==> config.mk <==
export PLATFORM = sky130hd
export DESIGN_NAME = pll_irq_ctrl
export DESIGN_NICKNAME = d
export VERILOG_FILES = /design/src/rtl/pll_irq_pkg.sv /design/src/rtl/pll_irq_sync.sv /design/src/rtl/pll_irq_flags.sv /design/src/rtl/pll_irq_recover.sv /design/src/rtl/pll_irq_ctrl.sv
export SDC_FILE = /design/constraint.sdc
export NUM_CORES = 1
export LEC_CHECK = 0
export ABC_AREA = 1
export CORE_AREA = 2 2 39 41
export DETAILED_ROUTE_END_ITERATION = 7
export DIE_AREA = 0 0 41 43
export DONT_BUFFER_PORTS = 1
export PLACE_DENSITY = 0.74
export SLEW_MARGIN = 20
export SYNTH_ARGS = -nofsm -noshare
export SYNTH_HDL_FRONTEND = slang
export SYNTH_SLANG_ARGS = --single-unit
==> constraint.sdc <==
create_clock -name clk_i -period 1.3 [get_ports clk_i]
set_input_delay 0.26 -clock clk_i [delete_from_list [all_inputs] [get_ports clk_i]]
set_output_delay 0.26 -clock clk_i [all_outputs]
set_load 0.05 [all_outputs]
==> src/rtl/pll_irq_pkg.sv <==
package pll_irq_pkg;
  parameter int unsigned STATE_W = 5;
  typedef logic [STATE_W-1:0] trx_state_t;

  localparam trx_state_t ST_OFF         = 5'h08;
  localparam trx_state_t ST_SYN_IDLE    = 5'h09;
  localparam trx_state_t ST_RX_ON       = 5'h06;
  localparam trx_state_t ST_RX_ACK_ON   = 5'h16;
  localparam trx_state_t ST_BUSY_RX     = 5'h01;
  localparam trx_state_t ST_BUSY_RX_ACK = 5'h11;
  localparam trx_state_t ST_BUSY_TX     = 5'h02;
  localparam trx_state_t ST_BUSY_TX_RTY = 5'h12;

  localparam int unsigned NUM_FLAGS   = 2;
  localparam int unsigned FLAG_LOCK   = 0;
  localparam int unsigned FLAG_UNLOCK = 1;

  function automatic logic is_on_idle(trx_state_t s);
    return (s == ST_SYN_IDLE) || (s == ST_RX_ON);
  endfunction

  function automatic logic is_busy_tx(trx_state_t s);
    return (s == ST_BUSY_TX) || (s == ST_BUSY_TX_RTY);
  endfunction

  function automatic logic is_busy_rx(trx_state_t s);
    return (s == ST_BUSY_RX) || (s == ST_BUSY_RX_ACK);
  endfunction
endpackage

==> src/rtl/pll_irq_sync.sv <==
module pll_irq_sync #(
  parameter int unsigned STAGES = 2
) (
  input  logic clk_i,
  input  logic rst_ni,
  input  logic lock_raw_i,
  output logic lock_o,
  output logic rise_o,
  output logic fall_o
);
  logic [STAGES-1:0] chain_q;
  logic              last_q;

  for (genvar i = 0; i < STAGES; i++) begin : g_stage
    logic d;
    if (i == 0) begin : g_first
      assign d = lock_raw_i;
    end else begin : g_next
      assign d = chain_q[i-1];
    end
    always_ff @(posedge clk_i or negedge rst_ni) begin
      if (!rst_ni) chain_q[i] <= 1'b0;
      else         chain_q[i] <= d;
    end
  end

  assign lock_o = chain_q[STAGES-1];

  always_ff @(posedge clk_i or negedge rst_ni) begin
    if (!rst_ni) last_q <= 1'b0;
    else         last_q <= lock_o;
  end

  assign rise_o = lock_o & ~last_q;
  assign fall_o = ~lock_o & last_q;

  // an edge lasts exactly one cycle
  a_r2_edge_single: assert property (@(posedge clk_i) disable iff (!rst_ni)
    (rise_o || fall_o) |=> !(rise_o || fall_o));
endmodule

==> src/rtl/pll_irq_flags.sv <==
module pll_irq_flags
  import pll_irq_pkg::*;
(
  input  logic                 clk_i,
  input  logic                 rst_ni,
  input  trx_state_t           state_i,
  input  logic                 lock_i,
  input  logic                 rise_i,
  input  logic                 fall_i,
  input  logic                 freq_chg_i,
  input  logic                 cal_start_i,
  input  logic                 cal_done_i,
  input  logic                 clr_i,
  output logic [NUM_FLAGS-1:0] flags_o
);
  trx_state_t            state_q;
  logic                  arm_q, arm_d;
  logic                  lock_set, unlock_set;
  logic [NUM_FLAGS-1:0]  flags_q, flags_d;

  // off -> on transition arms a lock report that fires once lock is present
  always_comb begin
    arm_d = arm_q;
    if (state_i == ST_OFF)                                   arm_d = 1'b0;
    else if (state_q == ST_OFF && is_on_idle(state_i))       arm_d = 1'b1;
    else if (arm_q && lock_i)                                arm_d = 1'b0;
  end

  assign lock_set   = rise_i | (cal_done_i & is_on_idle(state_i)) | (arm_q & lock_i);
  assign unlock_set = fall_i | ((freq_chg_i | cal_start_i) & is_on_idle(state_i));

  always_comb begin
    flags_d = flags_q;
    if (clr_i) flags_d = '0;
    if (unlock_set) begin
      flags_d[FLAG_UNLOCK] = 1'b1;
      flags_d[FLAG_LOCK]   = 1'b0;
    end else if (lock_set) begin
      flags_d[FLAG_LOCK]   = 1'b1;
      flags_d[FLAG_UNLOCK] = 1'b0;
    end
  end

  always_ff @(posedge clk_i or negedge rst_ni) begin
    if (!rst_ni) begin
      state_q <= ST_OFF;
      arm_q   <= 1'b0;
      flags_q <= '0;
    end else begin
      state_q <= state_i;
      arm_q   <= arm_d;
      flags_q <= flags_d;
    end
  end

  assign flags_o = flags_q;

  a_r3_exclusive: assert property (@(posedge clk_i) disable iff (!rst_ni)
    !(flags_q[FLAG_LOCK] && flags_q[FLAG_UNLOCK]));
  a_r7_unlock_wins: assert property (@(posedge clk_i) disable iff (!rst_ni)
    unlock_set |=> (flags_o[FLAG_UNLOCK] && !flags_o[FLAG_LOCK]));
  a_r8_set_beats_clear: assert property (@(posedge clk_i) disable iff (!rst_ni)
    (clr_i && lock_set && !unlock_set) |=> flags_o[FLAG_LOCK]);
  a_r8_clear: assert property (@(posedge clk_i) disable iff (!rst_ni)
    (clr_i && !lock_set && !unlock_set) |=> (flags_o == '0));
endmodule

==> src/rtl/pll_irq_recover.sv <==
module pll_irq_recover
  import pll_irq_pkg::*;
(
  input  logic       clk_i,
  input  logic       rst_ni,
  input  trx_state_t state_i,
  input  logic       rise_i,
  input  logic       fall_i,
  output logic       req_valid_o,
  output trx_state_t req_state_o
);
  logic       pend_q, pend_d;
  trx_state_t pend_state_q, pend_state_d;
  logic       valid_q, valid_d;
  trx_state_t state_q, state_d;

  always_comb begin
    pend_d       = pend_q;
    pend_state_d = pend_state_q;
    valid_d      = 1'b0;
    state_d      = state_q;
    if (pend_q && !is_busy_rx(state_i)) pend_d = 1'b0;
    if (fall_i) begin
      if (is_busy_tx(state_i)) begin
        valid_d = 1'b1;
        state_d = ST_SYN_IDLE;
      end else if (state_i == ST_BUSY_RX) begin
        pend_d       = 1'b1;
        pend_state_d = ST_RX_ON;
      end else if (state_i == ST_BUSY_RX_ACK) begin
        pend_d       = 1'b1;
        pend_state_d = ST_RX_ACK_ON;
      end
    end else if (rise_i && pend_q && is_busy_rx(state_i)) begin
      valid_d = 1'b1;
      state_d = pend_state_q;
      pend_d  = 1'b0;
    end
  end

  always_ff @(posedge clk_i or negedge rst_ni) begin
    if (!rst_ni) begin
      pend_q       <= 1'b0;
      pend_state_q <= ST_RX_ON;
      valid_q      <= 1'b0;
      state_q      <= ST_SYN_IDLE;
    end else begin
      pend_q       <= pend_d;
      pend_state_q <= pend_state_d;
      valid_q      <= valid_d;
      state_q      <= state_d;
    end
  end

  assign req_valid_o = valid_q;
  assign req_state_o = state_q;

  a_r10_tx_abort: assert property (@(posedge clk_i) disable iff (!rst_ni)
    (fall_i && is_busy_tx(state_i)) |=> (req_valid_o && req_state_o == ST_SYN_IDLE));
  a_r11_pulse: assert property (@(posedge clk_i) disable iff (!rst_ni)
    req_valid_o |=> !req_valid_o);
  a_r12_cancel: assert property (@(posedge clk_i) disable iff (!rst_ni)
    (pend_q && !is_busy_rx(state_i) && !fall_i) |=> !req_valid_o);
endmodule

==> src/rtl/pll_irq_ctrl.sv <==
module pll_irq_ctrl
  import pll_irq_pkg::*;
#(
  parameter int unsigned SYNC_STAGES = 2
) (
  input  logic                 clk_i,
  input  logic                 rst_ni,
  input  logic                 lock_raw_i,
  input  logic [STATE_W-1:0]   trx_state_i,
  input  logic                 freq_chg_i,
  input  logic                 cal_start_i,
  input  logic                 cal_done_i,
  input  logic [NUM_FLAGS-1:0] irq_mask_i,
  input  logic                 irq_clr_i,
  output logic [NUM_FLAGS-1:0] irq_flags_o,
  output logic                 irq_o,
  output logic                 req_valid_o,
  output logic [STATE_W-1:0]   req_state_o
);
  logic lock_s, lock_rise, lock_fall;

  pll_irq_sync #(.STAGES(SYNC_STAGES)) i_sync (
    .clk_i      (clk_i),
    .rst_ni     (rst_ni),
    .lock_raw_i (lock_raw_i),
    .lock_o     (lock_s),
    .rise_o     (lock_rise),
    .fall_o     (lock_fall)
  );

  pll_irq_flags i_flags (
    .clk_i       (clk_i),
    .rst_ni      (rst_ni),
    .state_i     (trx_state_i),
    .lock_i      (lock_s),
    .rise_i      (lock_rise),
    .fall_i      (lock_fall),
    .freq_chg_i  (freq_chg_i),
    .cal_start_i (cal_start_i),
    .cal_done_i  (cal_done_i),
    .clr_i       (irq_clr_i),
    .flags_o     (irq_flags_o)
  );

  pll_irq_recover i_recover (
    .clk_i       (clk_i),
    .rst_ni      (rst_ni),
    .state_i     (trx_state_i),
    .rise_i      (lock_rise),
    .fall_i      (lock_fall),
    .req_valid_o (req_valid_o),
    .req_state_o (req_state_o)
  );

  assign irq_o = |(irq_flags_o & irq_mask_i);

  // line follows flags and mask
  a_r9_irq_quiet: assert property (@(posedge clk_i) disable iff (!rst_ni)
    (irq_mask_i == '0) |-> !irq_o);
endmodule

; ---- Yosys cells after proc, flatten, opt, wreduce, memory -nomap -nowiden
; Cells that the tools add are included.
[word_totals]
regBits = 23
in_bits = 14
output_inout_bits = 9
word_cells = 68
[op_classes]
n_eq_ne = 9
mux = 20
bitwise = 13
n_reduce_logical = 16
[op_table]
columns = op, count
row1 = two-way mux 5 bit, 5
row2 = "== test 5 x 4 -> 1 bit, second input constant", 3
row3 = two-way mux 1 bit, 12
row4 = "== test 5 bit, second input constant", 2
row5 = two-way mux 2 bit, 3
row6 = nonzero test 3 bit, 2
row7 = AND 1 bit, 5
row8 = "== test 5 x 1 -> 1 bit, second input constant", 1
row9 = "== test 5 x 2 -> 1 bit, second input constant", 1
row10 = "== test 5 x 3 -> 1 bit, second input constant", 1
row11 = logical AND 1 bit, 5
row12 = bitwise OR 1 bit, 4
row13 = nonzero test 2 bit, 2
row14 = logical OR 1 bit, 3
row15 = NOT 1 bit, 3
row16 = AND reduction 3 bit, 1
row17 = AND 2 bit, 1
row18 = "inequality test 2 x 1 -> 1 bit, second input constant", 1
row19 = AND reduction 2 bit, 1
row20 = OR reduction 2 bit, 1
row21 = logical NOT 1 bit, 1

; ---- Longest topological paths before layout
[logic_depth]
word_depth = 9
ltp_mapped = 8
mapped_depth_nobuf = 8

; ---- Hierarchy
; From an unflattened synthesis, not the netlist that was laid out.
[hier_totals]
cells_unflattened = 88
area_unflattened_um2 = 768.2
[by_module_without_submodules]
columns = module, n_inst, cells_per_inst, area_per_inst_um2, seq_area_each_um2
row1 = pll_irq_flags, 1, 43, 356.6, 201.4
row2 = pll_irq_recover, 1, 35, 310.3, 151.4
row3 = pll_irq_sync, 1, 7, 90.1, 75.1
row4 = pll_irq_ctrl, 1, 3, 11.3, 0.0

; ---- Least setup slack after synthesis
; OpenSTA, ideal clock, no wires.
[synth_timing]
kind = reg2out
start = register i_flags.flags_q[0] (netlist: i_flags.flags_o[0])
end = output port irq_o
t_arrival_ps = 1145
t_required_ps = 1040
path_slack_ps = -105
path_stages_with_launch = 2
n_path_buf = 0
path_cell_list = dfrtp_1 a22o_1
[synth_between]
elab_chain_cells = 2
[synth_lines]
columns = item, line
row1 = "start, declared", pll_irq_flags.sv:19  ; logic [NUM_FLAGS-1:0] flags_q, flags_d;
row2 = "start signal, assigned", pll_irq_flags.sv:52  ; flags_q <= flags_d;
row3 = AND 2 bit, pll_irq_ctrl.sv:55  ; assign irq_o = |(irq_flags_o & irq_mask_i);
row4 = OR reduction 2 bit, pll_irq_ctrl.sv:55
row5 = "end, declared", pll_irq_ctrl.sv:16  ; output logic irq_o,
; No other way between the ends.

; ---- Worst setup path in the final report
; Ends and elaborated chain as after synthesis.

==> metrics.txt <==
# TYPE chip_impl_metric gauge
chip_impl_info{name="run_status",value="finished clean"} 1
chip_impl_metric{name="synth_cell_type_count",unit=""} 17
chip_impl_info{name="crit_path_start_kind",value="register"} 1
chip_impl_info{name="cpLargestDelayFamily",value="flip-flops"} 1
chip_impl_metric{name="detail_route.drc_violations",unit=""} 0
chip_impl_info{name="setup.worst_path.class",value="reg -> out"} 1
chip_impl_info{name="route.top_layer_used",value="met4"} 1
chip_impl_metric{name="layout-area-overhead-vs-synth",unit="%"} 21.4
chip_impl_metric{name="power_per_cell_area",unit="mW/mm^2"} 1250
chip_impl_info{name="timing.hold.worst.class",value="in -> reg"} 1
chip_impl_metric{name="core-area",unit="sq mm"} 0.00138
chip_impl_metric{name="htreeDepth",unit=""} 1
chip_impl_metric{name="first_global_vias",unit=""} 545
chip_impl_metric{name="wire_length_of_the_first_global_routing_pass",unit="um"} 2170
chip_impl_metric{name="maxCapViolCount",unit=""} 0
chip_impl_metric{name="slew-limit-headroom",unit=""} 0.509
chip_impl_metric{name="postRouteWirelength",unit="um"} 1310
chip_impl_info{name="rsz_0062_raised_after_global_routing",value="yes"} 1
chip_impl_metric{name="buffer_ports.inserted",unit=""} 0
chip_impl_metric{name="netlist_area",unit="sq um"} 712
chip_impl_info{name="mostFrequentLayoutCells",value="sky130_fd_sc_hd__nand2_1, sky130_fd_sc_hd__dfrtp_1, sky130_fd_sc_hd__inv_1"} 1
chip_impl_metric{name="static_leakage",unit="uW"} 0.000446
chip_impl_info{name="worst_path_max_delay_cell",value="sky130_fd_sc_hd__dfrtp_1"} 1
chip_impl_info{name="synth.top_cells.by_area",value="sky130_fd_sc_hd__dfrtp_1, sky130_fd_sc_hd__nand2_1, sky130_fd_sc_hd__dfstp_2, sky130_fd_sc_hd__nand3_1, sky130_fd_sc_hd__inv_1"} 1
chip_impl_metric{name="detailedRoute.firstPassIterationCount",unit=""} 4
chip_impl_metric{name="antenna_found_initial",unit=""} 0
chip_impl_info{name="most_frequent_standard_cell_in_the_layout_excluding_fill_and_tap_cells",value="sky130_fd_sc_hd__nand2_1"} 1
chip_impl_info{name="ctsRootBufferMaster",value="sky130_fd_sc_hd__clkbuf_4"} 1
chip_impl_metric{name="grt_start_max_net_pins",unit=""} 18
chip_impl_metric{name="final.period_utilization",unit=""} 0.980
chip_impl_metric{name="finish.utilization",unit=""} 0.625
chip_impl_metric{name="grt_overflow_total",unit=""} 0
chip_impl_metric{name="synthDominantCellAreaShare",unit=""} 0.527
chip_impl_metric{name="share_comb_of_total_power",unit=""} 0.209
chip_impl_metric{name="numCtsBuffers",unit=""} 3
chip_impl_metric{name="die_x",unit="um"} 41
chip_impl_metric{name="dr_total_vias",unit=""} 549
chip_impl_metric{name="final_layout_size_suffix_gt1_frac",unit=""} 0.211
chip_impl_metric{name="final_nets",unit=""} 105
chip_impl_metric{name="irDropWorstVdd",unit="mV"} 0.637
chip_impl_metric{name="internal_pwr_total",unit="uW"} 763
chip_impl_metric{name="synth.yosys.seq_area_share",unit=""} 0.601
chip_impl_info{name="endpoint_kind",value="output pin"} 1
chip_impl_metric{name="final-setup-viol-count",unit=""} 0
chip_impl_metric{name="timing_worst_slew_pin_value",unit="ns"} 0.734
chip_impl_metric{name="routedLengthMet1",unit="um"} 520
chip_impl_metric{name="antenna_cells_inserted",unit=""} 0
chip_impl_metric{name="power_switching_share",unit=""} 0.293
chip_impl_metric{name="dpl.cell_count",unit=""} 95
chip_impl_metric{name="cts_max_path_buffers",unit=""} 2
chip_impl_metric{name="floorplan.initialDensity",unit=""} 0.514
chip_impl_metric{name="post-dp-hpwl",unit="um"} 1030
chip_impl_metric{name="avgRoutedWirePerCell",unit="um"} 12.4
chip_impl_metric{name="mean_instance_size_in_the_synthesized_netlist",unit="sq um"} 9.25
chip_impl_metric{name="post-route-min-period",unit="ns"} 1.27
chip_impl_metric{name="drt_iter0_markers",unit=""} 8
chip_impl_metric{name="worst-path-max-fanout",unit=""} 2
chip_impl_metric{name="cp_data_required_time",unit="ns"} 1.04
chip_impl_info{name="post-synth-top-area-cell",value="sky130_fd_sc_hd__dfrtp_1"} 1
chip_impl_metric{name="switching_power",unit="uW"} 317
chip_impl_metric{name="vias_per_cell",unit=""} 5.18
chip_impl_metric{name="clock_skew",unit="ns"} 0.00492
chip_impl_metric{name="track_usage",unit=""} 0.187
chip_impl_metric{name="synthesis.instances",unit=""} 77
chip_impl_metric{name="clk-insertion-delay-late",unit="ns"} 0.28
chip_impl_metric{name="cts.reportedPaths.clkPinSlew",unit="ns"} 0.09
chip_impl_metric{name="worst-endpoint-arrival",unit="ns"} 1.01
chip_impl_metric{name="filler_cell_count",unit=""} 115
chip_impl_metric{name="postRouteAntennaNets",unit=""} 0
chip_impl_metric{name="synth-seq-cells",unit=""} 17
chip_impl_metric{name="floorplan.io_pins",unit=""} 23
chip_impl_metric{name="largest_stage_delay_worst_path",unit="ns"} 0.41
chip_impl_metric{name="finalWeightedCongestion",unit=""} 0.804
chip_impl_metric{name="met3_wirelength",unit="um"} 116
chip_impl_metric{name="seq_power_share",unit=""} 0.544
chip_impl_metric{name="max_clock_freq",unit="MHz"} 785
chip_impl_info{name="cts_tree",value="yes"} 1
chip_impl_metric{name="route.met2.wl",unit="um"} 662
chip_impl_metric{name="layout.cells.non_filler",unit=""} 106
chip_impl_info{name="path_cells",value="a22o_4"} 1
chip_impl_metric{name="timing.final.max_slew_violations",unit=""} 0
chip_impl_metric{name="final_hold_viol_count",unit=""} 0
chip_impl_metric{name="floorplan.rows",unit=""} 14
chip_impl_metric{name="die_y",unit="um"} 43
chip_impl_metric{name="cts.sinks",unit=""} 17
chip_impl_metric{name="cp_num_buf_inv",unit=""} 0
chip_impl_metric{name="synthesis.yosys.warnings",unit=""} 0
chip_impl_metric{name="fp.dieArea",unit="sq mm"} 0.00176
chip_impl_metric{name="synthesis.nets",unit=""} 91
chip_impl_metric{name="power.clock.fraction",unit=""} 0.247
-- cell type report --
type | count | area, sq um | share of cell area
Inverter | 11 | 41.3 | 0.0478
Multi-Input combinational cell | 47 | 236 | 0.274
Sequential cell | 17 | 428 | 0.495
Tap cell | 16 | 20.0 | 0.0232
Clock buffer | 4 | 26.3 | 0.0304
Timing Repair Buffer | 11 | 113 | 0.130
-- synth_stat cells, drive strengths merged --
cell type  number
a21oi           2
a22o            1
buf             2
dfrtp          15
dfstp           2
inv            11
nand2          20
nand3           9
nand3b          1
nor2            9
nor4            1
o21ai           2
o31ai           1
or2             1
-- sequential cells by signal (all words and copies together), names as in the netlist --
register                count
i_flags.arm_q               1
i_flags.flags_o             2
i_flags.state_q             5
i_recover.pend_q            1
i_recover.pend_state_q      1
i_recover.req_state_o       3
i_recover.req_valid_o       1
i_sync.g_stage.d            1
i_sync.last_q               1
i_sync.lock_o               1
-- metal layers --
metal  GRT usage  up-vias
met4      0.0800        0
met3      0.0419        2
li1            -      268
met2       0.291       25
met1       0.239      254
met5           0        -
-- power by group through the flow --
stage	combinational (uW)	sequential [uW]	clock (uW)
2_1_floorplan	101	644	0
3_3_place_gp	194	595	0
3_5_place_dp	197	598	0
4_1_cts	227	588	277
5_1_grt	244	593	309
6_report	226	588	267
-- through the flow --
stage | hold slack, ns | cell area (sq um) | TNS [ns] | worst slack [ns] | power, uW
after floorplan | -0.0356 | 713 | 0 | 0.0244 | 746
after global placement | -0.0352 | 761 | 0 | 0.302 | 789
after detailed placement | -0.0352 | 761 | 0 | 0.272 | 795
after CTS | 0.146 | 865 | 0 | 0.0120 | 1090
after global routing | 0.162 | 865 | -0.0389 | -0.0190 | 1150
final | 0.154 | 865 | 0 | 0.0263 | 1080
-- what timing repair did --
item | 4_1_cts | 5_1_grt
pin swaps | 1 | 0
cloned | 0 | 0
endpoints found under the hold margin | 23 | 0
buffers inserted | 0 | 0
setup endpoints to repair | 1 | 3
gates resized for setup | 1 | 0
hold buffers | 7 | 0
-- kinds of logic (layout without fill, tap and decap cells) --
group	Yosys count	after routing	share of synthesized area
flops	17	17	0.601
buf+inv	13	26	0.0791
simple gates	41	41	0.269
compound gates	6	6	0.0510
-- worst paths after layout --
path                                     startpoint                  to  slack [ns]  cells after the start
worst max-delay path             i_flags.flags_o[0]               irq_o        0.03                      1
min in group asynchronous                    rst_ni       i_sync.lock_o        0.47                      1
worst min register to register  i_sync.g_stage[1].d       i_sync.lock_o        0.37                      0
worst max register to register   i_flags.state_q[3]       i_flags.arm_q        0.26                      4
max in group asynchronous                    rst_ni  i_flags.flags_o[1]        0.37                      1
worst min-delay path                 trx_state_i[4]       i_flags.arm_q        0.15                      2
Note: power is estimated with default switching activity, not from simulation.
